[src/rtl/fcp_pkg.sv]
package fcp_pkg;
  // Request phase derived from the current and previous request level
  typedef enum logic [1:0] {
    PH_IDLE  = 2'b00,
    PH_STOP  = 2'b01,
    PH_START = 2'b10,
    PH_RUN   = 2'b11
  } fc_phase_e;
endpackage

[src/rtl/fcp_rst_sync.sv]
module fcp_rst_sync #(
  parameter int STAGES = 2
) (
  input  logic clk,
  input  logic rst_n,
  output logic rst_sync_n
);
  logic [STAGES-1:0] sh_q;

  always_ff @(posedge clk or negedge rst_n) begin
    if (!rst_n) sh_q <= '0;
    else        sh_q <= {sh_q[STAGES-2:0], 1'b1};
  end

  assign rst_sync_n = sh_q[STAGES-1];
endmodule

[src/rtl/fcp_phase_tracker.sv]
module fcp_phase_tracker
  import fcp_pkg::*;
(
  input  logic      clk,
  input  logic      rst_n,
  input  logic      fc_request,
  output fc_phase_e phase
);
  logic req_d_q;
  logic req_d_n;
  logic req_d_en;

  always_comb begin
    req_d_n  = fc_request;
    req_d_en = (req_d_n != req_d_q);
  end

  always_ff @(posedge clk or negedge rst_n) begin
    if (!rst_n)        req_d_q <= 1'b0;
    else if (req_d_en) req_d_q <= req_d_n;
  end

  assign phase = fc_phase_e'({fc_request, req_d_q});
endmodule

[src/rtl/fcp_interval_counter.sv]
module fcp_interval_counter
  import fcp_pkg::*;
#(
  parameter int CNT_W = 16
) (
  input  logic             clk,
  input  logic             rst_n,
  input  fc_phase_e        phase,
  input  logic             full_duplex,
  input  logic [CNT_W-1:0] interval,
  input  logic [CNT_W-1:0] pause_val,
  output logic [CNT_W-1:0] cnt,
  output logic             bp,
  output logic             repeat_trig
);
  logic [CNT_W-1:0] cnt_q, cnt_n, cnt_inc;
  logic             bp_q, bp_n;
  logic             cnt_en, bp_en;

  assign cnt_inc = cnt_q + CNT_W'(1);

  always_comb begin
    cnt_n       = '0;
    bp_n        = 1'b0;
    repeat_trig = 1'b0;
    unique case (phase)
      PH_START: begin
        cnt_n = '0;
        bp_n  = !full_duplex && (pause_val != '0);
      end
      PH_RUN: begin
        if (full_duplex) begin
          if (interval == '0) begin
            cnt_n = '0;
          end else if (cnt_q == interval) begin
            cnt_n       = '0;
            repeat_trig = 1'b1;
          end else begin
            cnt_n = cnt_inc;
          end
        end else if (bp_q) begin
          cnt_n = cnt_inc;
          bp_n  = (cnt_inc != pause_val);
        end else begin
          cnt_n = cnt_q;
        end
      end
      default: begin
        cnt_n = '0;
        bp_n  = 1'b0;
      end
    endcase
    cnt_en = (cnt_n != cnt_q);
    bp_en  = (bp_n != bp_q);
  end

  always_ff @(posedge clk or negedge rst_n) begin
    if (!rst_n) begin
      cnt_q <= '0;
      bp_q  <= 1'b0;
    end else begin
      if (cnt_en) cnt_q <= cnt_n;
      if (bp_en)  bp_q  <= bp_n;
    end
  end

  assign cnt = cnt_q;
  assign bp  = bp_q;


  fd_bound_chk: assert property (@(posedge clk) disable iff (!rst_n)
    (phase == PH_RUN && full_duplex && interval != '0) |-> (cnt_q <= interval));


  hd_bound_chk: assert property (@(posedge clk) disable iff (!rst_n)
    (phase == PH_RUN && !full_duplex) |-> (cnt_q <= pause_val));


  hd_zero_chk: assert property (@(posedge clk) disable iff (!rst_n)
    (phase == PH_START && !full_duplex && pause_val == '0) |=> !bp_q);
endmodule

[src/rtl/fcp_pause_issuer.sv]
module fcp_pause_issuer #(
  parameter int CNT_W = 16
) (
  input  logic             clk,
  input  logic             rst_n,
  input  logic             trig,
  input  logic [CNT_W-1:0] trig_time,
  input  logic             pause_done,
  output logic             pause_req,
  output logic [CNT_W-1:0] pause_time
);
  logic             req_q, req_n;
  logic [CNT_W-1:0] time_q, time_n;
  logic             outst_q, outst_n;
  logic             pend_q, pend_n;
  logic [CNT_W-1:0] ptime_q, ptime_n;
  logic             can_issue, have_work;
  logic [CNT_W-1:0] src_time;
  logic             time_en, ptime_en;

  always_comb begin
    can_issue = !outst_q || pause_done;
    have_work = trig || pend_q;
    src_time  = trig ? trig_time : ptime_q;
    req_n     = 1'b0;
    time_n    = time_q;
    outst_n   = outst_q;
    pend_n    = pend_q;
    ptime_n   = ptime_q;
    if (pause_done) outst_n = 1'b0;
    if (have_work && can_issue) begin
      req_n   = 1'b1;
      time_n  = src_time;
      outst_n = 1'b1;
      pend_n  = 1'b0;
    end else if (trig) begin
      pend_n  = 1'b1;
      ptime_n = trig_time;
    end
    time_en  = (time_n != time_q);
    ptime_en = (ptime_n != ptime_q);
  end

  always_ff @(posedge clk or negedge rst_n) begin
    if (!rst_n) begin
      req_q   <= 1'b0;
      time_q  <= '0;
      outst_q <= 1'b0;
      pend_q  <= 1'b0;
      ptime_q <= '0;
    end else begin
      req_q   <= req_n;
      outst_q <= outst_n;
      pend_q  <= pend_n;
      if (time_en)  time_q  <= time_n;
      if (ptime_en) ptime_q <= ptime_n;
    end
  end

  assign pause_req  = req_q;
  assign pause_time = time_q;


  hold_while_busy_chk: assert property (@(posedge clk) disable iff (!rst_n)
    (outst_q && !pause_done) |=> !req_q);


  issue_latency_chk: assert property (@(posedge clk) disable iff (!rst_n)
    (trig && can_issue) |=> (req_q && time_q == $past(trig_time)));


  held_release_chk: assert property (@(posedge clk) disable iff (!rst_n)
    (pend_q && pause_done) |=> req_q);
endmodule

[src/rtl/eth_flow_pacer.sv]
module eth_flow_pacer
  import fcp_pkg::*;
#(
  parameter int CNT_W = 16
) (
  input  logic               clk,
  input  logic               rst_n,
  input  logic               full_duplex,
  input  logic [2*CNT_W-1:0] flow_cfg,
  input  logic               fc_request,
  input  logic               pause_done,
  output logic               pause_req,
  output logic [CNT_W-1:0]   pause_time,
  output logic               backpressure,
  output logic [2*CNT_W-1:0] fc_status
);
  localparam int CFG_W = 2 * CNT_W;

  logic             rst_sync_n;
  fc_phase_e        phase;
  logic [CNT_W-1:0] interval, pause_val, cnt;
  logic             repeat_trig, trig;
  logic [CNT_W-1:0] trig_time;

  assign interval  = flow_cfg[CNT_W-1:0];
  assign pause_val = flow_cfg[CFG_W-1:CNT_W];

  fcp_rst_sync #(.STAGES(2)) u_rst (
    .clk        (clk),
    .rst_n      (rst_n),
    .rst_sync_n (rst_sync_n)
  );

  fcp_phase_tracker u_phase (
    .clk        (clk),
    .rst_n      (rst_sync_n),
    .fc_request (fc_request),
    .phase      (phase)
  );

  fcp_interval_counter #(.CNT_W(CNT_W)) u_cnt (
    .clk         (clk),
    .rst_n       (rst_sync_n),
    .phase       (phase),
    .full_duplex (full_duplex),
    .interval    (interval),
    .pause_val   (pause_val),
    .cnt         (cnt),
    .bp          (backpressure),
    .repeat_trig (repeat_trig)
  );

  // Frame requests: start, periodic repeat, and the zero-time release frame
  always_comb begin
    trig      = full_duplex &&
                (phase == PH_START || phase == PH_STOP || repeat_trig);
    trig_time = (phase == PH_STOP) ? '0 : pause_val;
  end

  fcp_pause_issuer #(.CNT_W(CNT_W)) u_issue (
    .clk        (clk),
    .rst_n      (rst_sync_n),
    .trig       (trig),
    .trig_time  (trig_time),
    .pause_done (pause_done),
    .pause_req  (pause_req),
    .pause_time (pause_time)
  );

  assign fc_status = {{CNT_W{1'b0}}, cnt};


  bp_half_only_chk: assert property (@(posedge clk) disable iff (!rst_sync_n)
    backpressure |-> $past(!full_duplex));


  idle_status_chk: assert property (@(posedge clk) disable iff (!rst_sync_n)
    !fc_request |=> (fc_status == '0));


  release_frame_chk: assert property (@(posedge clk) disable iff (!rst_sync_n)
    (phase == PH_STOP && full_duplex) |=> (pause_time == '0 || !pause_req));
endmodule

[config.mk]
export PLATFORM = sky130hd
export DESIGN_NAME = eth_flow_pacer
export DESIGN_NICKNAME = d
export VERILOG_FILES = /design/src/rtl/fcp_pkg.sv /design/src/rtl/fcp_rst_sync.sv /design/src/rtl/fcp_phase_tracker.sv /design/src/rtl/fcp_interval_counter.sv /design/src/rtl/fcp_pause_issuer.sv /design/src/rtl/eth_flow_pacer.sv
export SDC_FILE = /design/constraint.sdc
export NUM_CORES = 1
export LEC_CHECK = 0
export ABC_CLOCK_PERIOD_IN_PS = 2300
export BUFFER_PORTS_ARGS = -buffer_cell sky130_fd_sc_hd__buf_2
export CAP_MARGIN = 20
export CORE_ASPECT_RATIO = 0.6
export CORE_MARGIN = 8
export CORE_UTILIZATION = 40
export CTS_CLUSTER_SIZE = 40
export DETAILED_ROUTE_END_ITERATION = 7
export PLACE_DENSITY = 0.69
export SYNTH_ARGS = -nofsm -noshare
export SYNTH_HDL_FRONTEND = slang
export SYNTH_SLANG_ARGS = --single-unit
[constraint.sdc]
create_clock -name clk -period 2.3 [get_ports clk]
set_input_delay 0.46 -clock clk [delete_from_list [all_inputs] [get_ports clk]]
set_output_delay 0.46 -clock clk [all_outputs]
set_load 0.005 [all_outputs]
==> out/metrics.cfg <==
[drt]
drt_first_pass_iters = 4
ant_nets = 0
num_vias = 3238
drc = 0
first_iter_violations = 332
viasPerCell = 5.54
wl_microns = 10500
wl_per_cell_microns = 17.9

[worst_setup_path]
rr_worst_depth = 7
cp_max_fo = 4
cp_slowest_cell = dfrtp_1
worstPathArrival_ns = 2.40
regToRegEndpoint = u_cnt.bp
crit_buf_inv = 0
worst_path_largest_cell_delay_ns = 0.44
worstSetupEndpointType = flop
crit_family = compound AO/OA/AOI/OAI gates
r2r-start = u_cnt.cnt[0]
path_cells = ha_1, xor2_1, a211o_1, nor4b_2, o221ai_1, nor4_1, a31oi_1
startpoint_type = flop
r2r_setup_slack_ns = 0.07
required_ns = 2.47
path_class = reg -> reg

[finish]
layout_common_cells = 70 x buf_2, 54 x dfrtp_1, 38 x buf_4, 29 x xor2_1, 22 x nor2_1
n_antenna_cell = 0
finish.instance_area_sq_um = 4440
area_growth_pct = 23.1
layout-drive-gt1-share = 0.275
final_common_cell = buf_2
finalNetCount = 513

[floorplan]
initial_core_util = 0.418
dieArea_sq_um = 12400
rows = 26
die_w_microns = 139
design.core.area_sq_um = 8620
die_y_microns = 89.5
io_pins = 87

[global_route]
grt_usage = 0.168
grt_max_degree = 32
grt_pass1_vias = 3122
grt_pass1_wl_microns = 16800
antenna_found_initial = 0
overflow = 0

[pwr]
leakagePower_nw = 2.07
seq_power_share = 0.389
power_density_nw_per_um2 = 835
clockPowerShare = 0.266
combPwrFrac = 0.345
intPower_mw = 2.52
p_switching_mw = 1.19
sw_frac_of_total = 0.320
ir_drop_mv = 0.457

[placed_design]
dp_worst_setup_slack_ns = -0.234
placedInstanceArea_sq_um = 4220
port_buffers = 70
place_congestion = 0.875
dp_hpwl_microns = 8210

[clock_tree]
clk_latency_ns = 0.29
cts_setup_buffers = 0
cts-buffers-inserted = 5
cts-root-buf = clkbuf_16
cts_num_sinks = 55
clockBufferDepth = 2
path_clk_slew_ns = 0.07
cts_tree = done
htreeDepth = 2

[sta]
fin_ws_ns = 0.0706
worst_pin_slew_ns = 0.529
fin_skew_ns = 0.00643
fin_crit_sh = 0.969
max_clock_freq_mhz = 449
slew_violations = 0
relSlewSlack = 0.647
setup_viol = 0
rsz0062_at_grt = false
finalHoldViolCount = 0
fin_crit_ns = 2.23
setup_tns_ns = 0

[status]
outcome = complete, no violations

[synth]
async_flop_share = 1.00
yosysWarnings = 0
syn_avg_cell_area_sq_um = 9.46
synthFlopType = dfrtp_1
synth-seq-area-share = 0.382
synth_edf_count = 0
synth.distinct_cells = 47
syn_area_sq_um = 3610
synth-seq-cells = 55
syn-instance-count = 381

[hold_path]
min_path_type = reg -> async

[run]
drv_cap = 0

## flip-flops by register name, indices dropped and copies added (netlist names)
name                count
u_issue.ptime_q        16
u_issue.outst_q         1
u_rst.sh_q              2
u_cnt.cnt              16
u_issue.pause_time     16
u_cnt.bp                1
u_issue.pause_req       1
u_phase.req_d_q         1
u_issue.pend_q          1
## layout make-up
cell class / instances / area, sq um
Timing Repair Buffer: 113 / 726
Multi-Input combinational cell: 278 / 1930
Fill cell: 792 / 4180
Tap cell: 112 / 140
Clock inverter: 2 / 60.1
Inverter: 19 / 71.3
Sequential cell: 55 / 1380
Clock buffer: 6 / 129
## synth_stat cells (all sizes together) (5+ instances only)
cell type,instances,share of area
xor2,29,0.070
and4,6,0.015
nand4,8,0.014
dfrtp,55,0.38
buf,30,0.068
a211o,5,0.012
clkbuf,14,0.015
a221o,15,0.042
nand3,10,0.014
xnor2,15,0.036
a211oi,17,0.035
and2,5,0.0087
nand2b,16,0.028
a21oi,10,0.014
o21ai,12,0.017
inv,19,0.020
mux2i,16,0.044
nand2,17,0.018
nor4,14,0.024
nor2b,7,0.012
nor2,22,0.023
## kinds of logic (layout without fill, tap and decap cells)
| group | after synthesis | in the layout | synth area share |
|---|---|---|---|
| simple gates | 119 | 119 | 0.183 |
| xor+xnor | 44 | 44 | 0.107 |
| buf+inv | 63 | 140 | 0.102 |
| other cells | 2 | 17 | 0.00208 |
| flops | 55 | 55 | 0.382 |
| fa+ha+maj | 4 | 4 | 0.0139 |
| mux | 18 | 18 | 0.0507 |
| compound gates | 76 | 76 | 0.159 |
## repair_timing
| action | CTS | global route |
|---|---|---|
| hold endpoints to repair | 2 | 0 |
| hold buffers | 1 | 0 |
| endpoints found under the setup margin | 0 | 20 |
| gates resized for setup | 0 | 4 |
## how the worst max path moves through the flow
stage	from	endpoint	slack, ns	depth (start not counted)
global route	u_cnt.cnt[1]	u_issue.pause_time[15]	0.009	8
global placement	flow_cfg[25]	u_cnt.bp	-0.29	8
detailed placement	flow_cfg[25]	u_cnt.bp	-0.23	8
CTS	u_cnt.cnt[0]	u_cnt.bp	0.04	7
finish	u_cnt.cnt[0]	u_cnt.bp	0.07	7
floorplan	u_cnt.cnt[5]	u_issue.ptime_q[0]	0.14	9
## metal layers
metal,vias up,GRT usage,wire length (microns)
met5,-,0,0
met4,0,0.0294,87
met3,9,0.0499,800
met2,128,0.238,4310
met1,1589,0.244,5260
li1,1512,-,-
## per-stage QoR
stage          total power, mW  instances  hold WS (ns)  utilization
5_1_grt                   3.94        585         0.307        0.515
2_1_floorplan             2.22        396         0.164            -
4_1_cts                   3.71        585         0.275        0.513
6_report                  3.70        585         0.250        0.515
3_5_place_dp              2.72        576         0.248        0.490
3_3_place_gp              2.68        576         0.245        0.490
## power by group through the flow
| stage | sequential [mW] | clock [mW] | combinational (mW) |
|---|---|---|---|
| after floorplan | 1.44 | 0 | 0.784 |
| after global placement | 1.45 | 0 | 1.23 |
| after detailed placement | 1.45 | 0 | 1.26 |
| after CTS | 1.44 | 0.998 | 1.28 |
| after global routing | 1.48 | 1.04 | 1.42 |
| final | 1.44 | 0.984 | 1.28 |
Power figures use the tool's default switching activity.
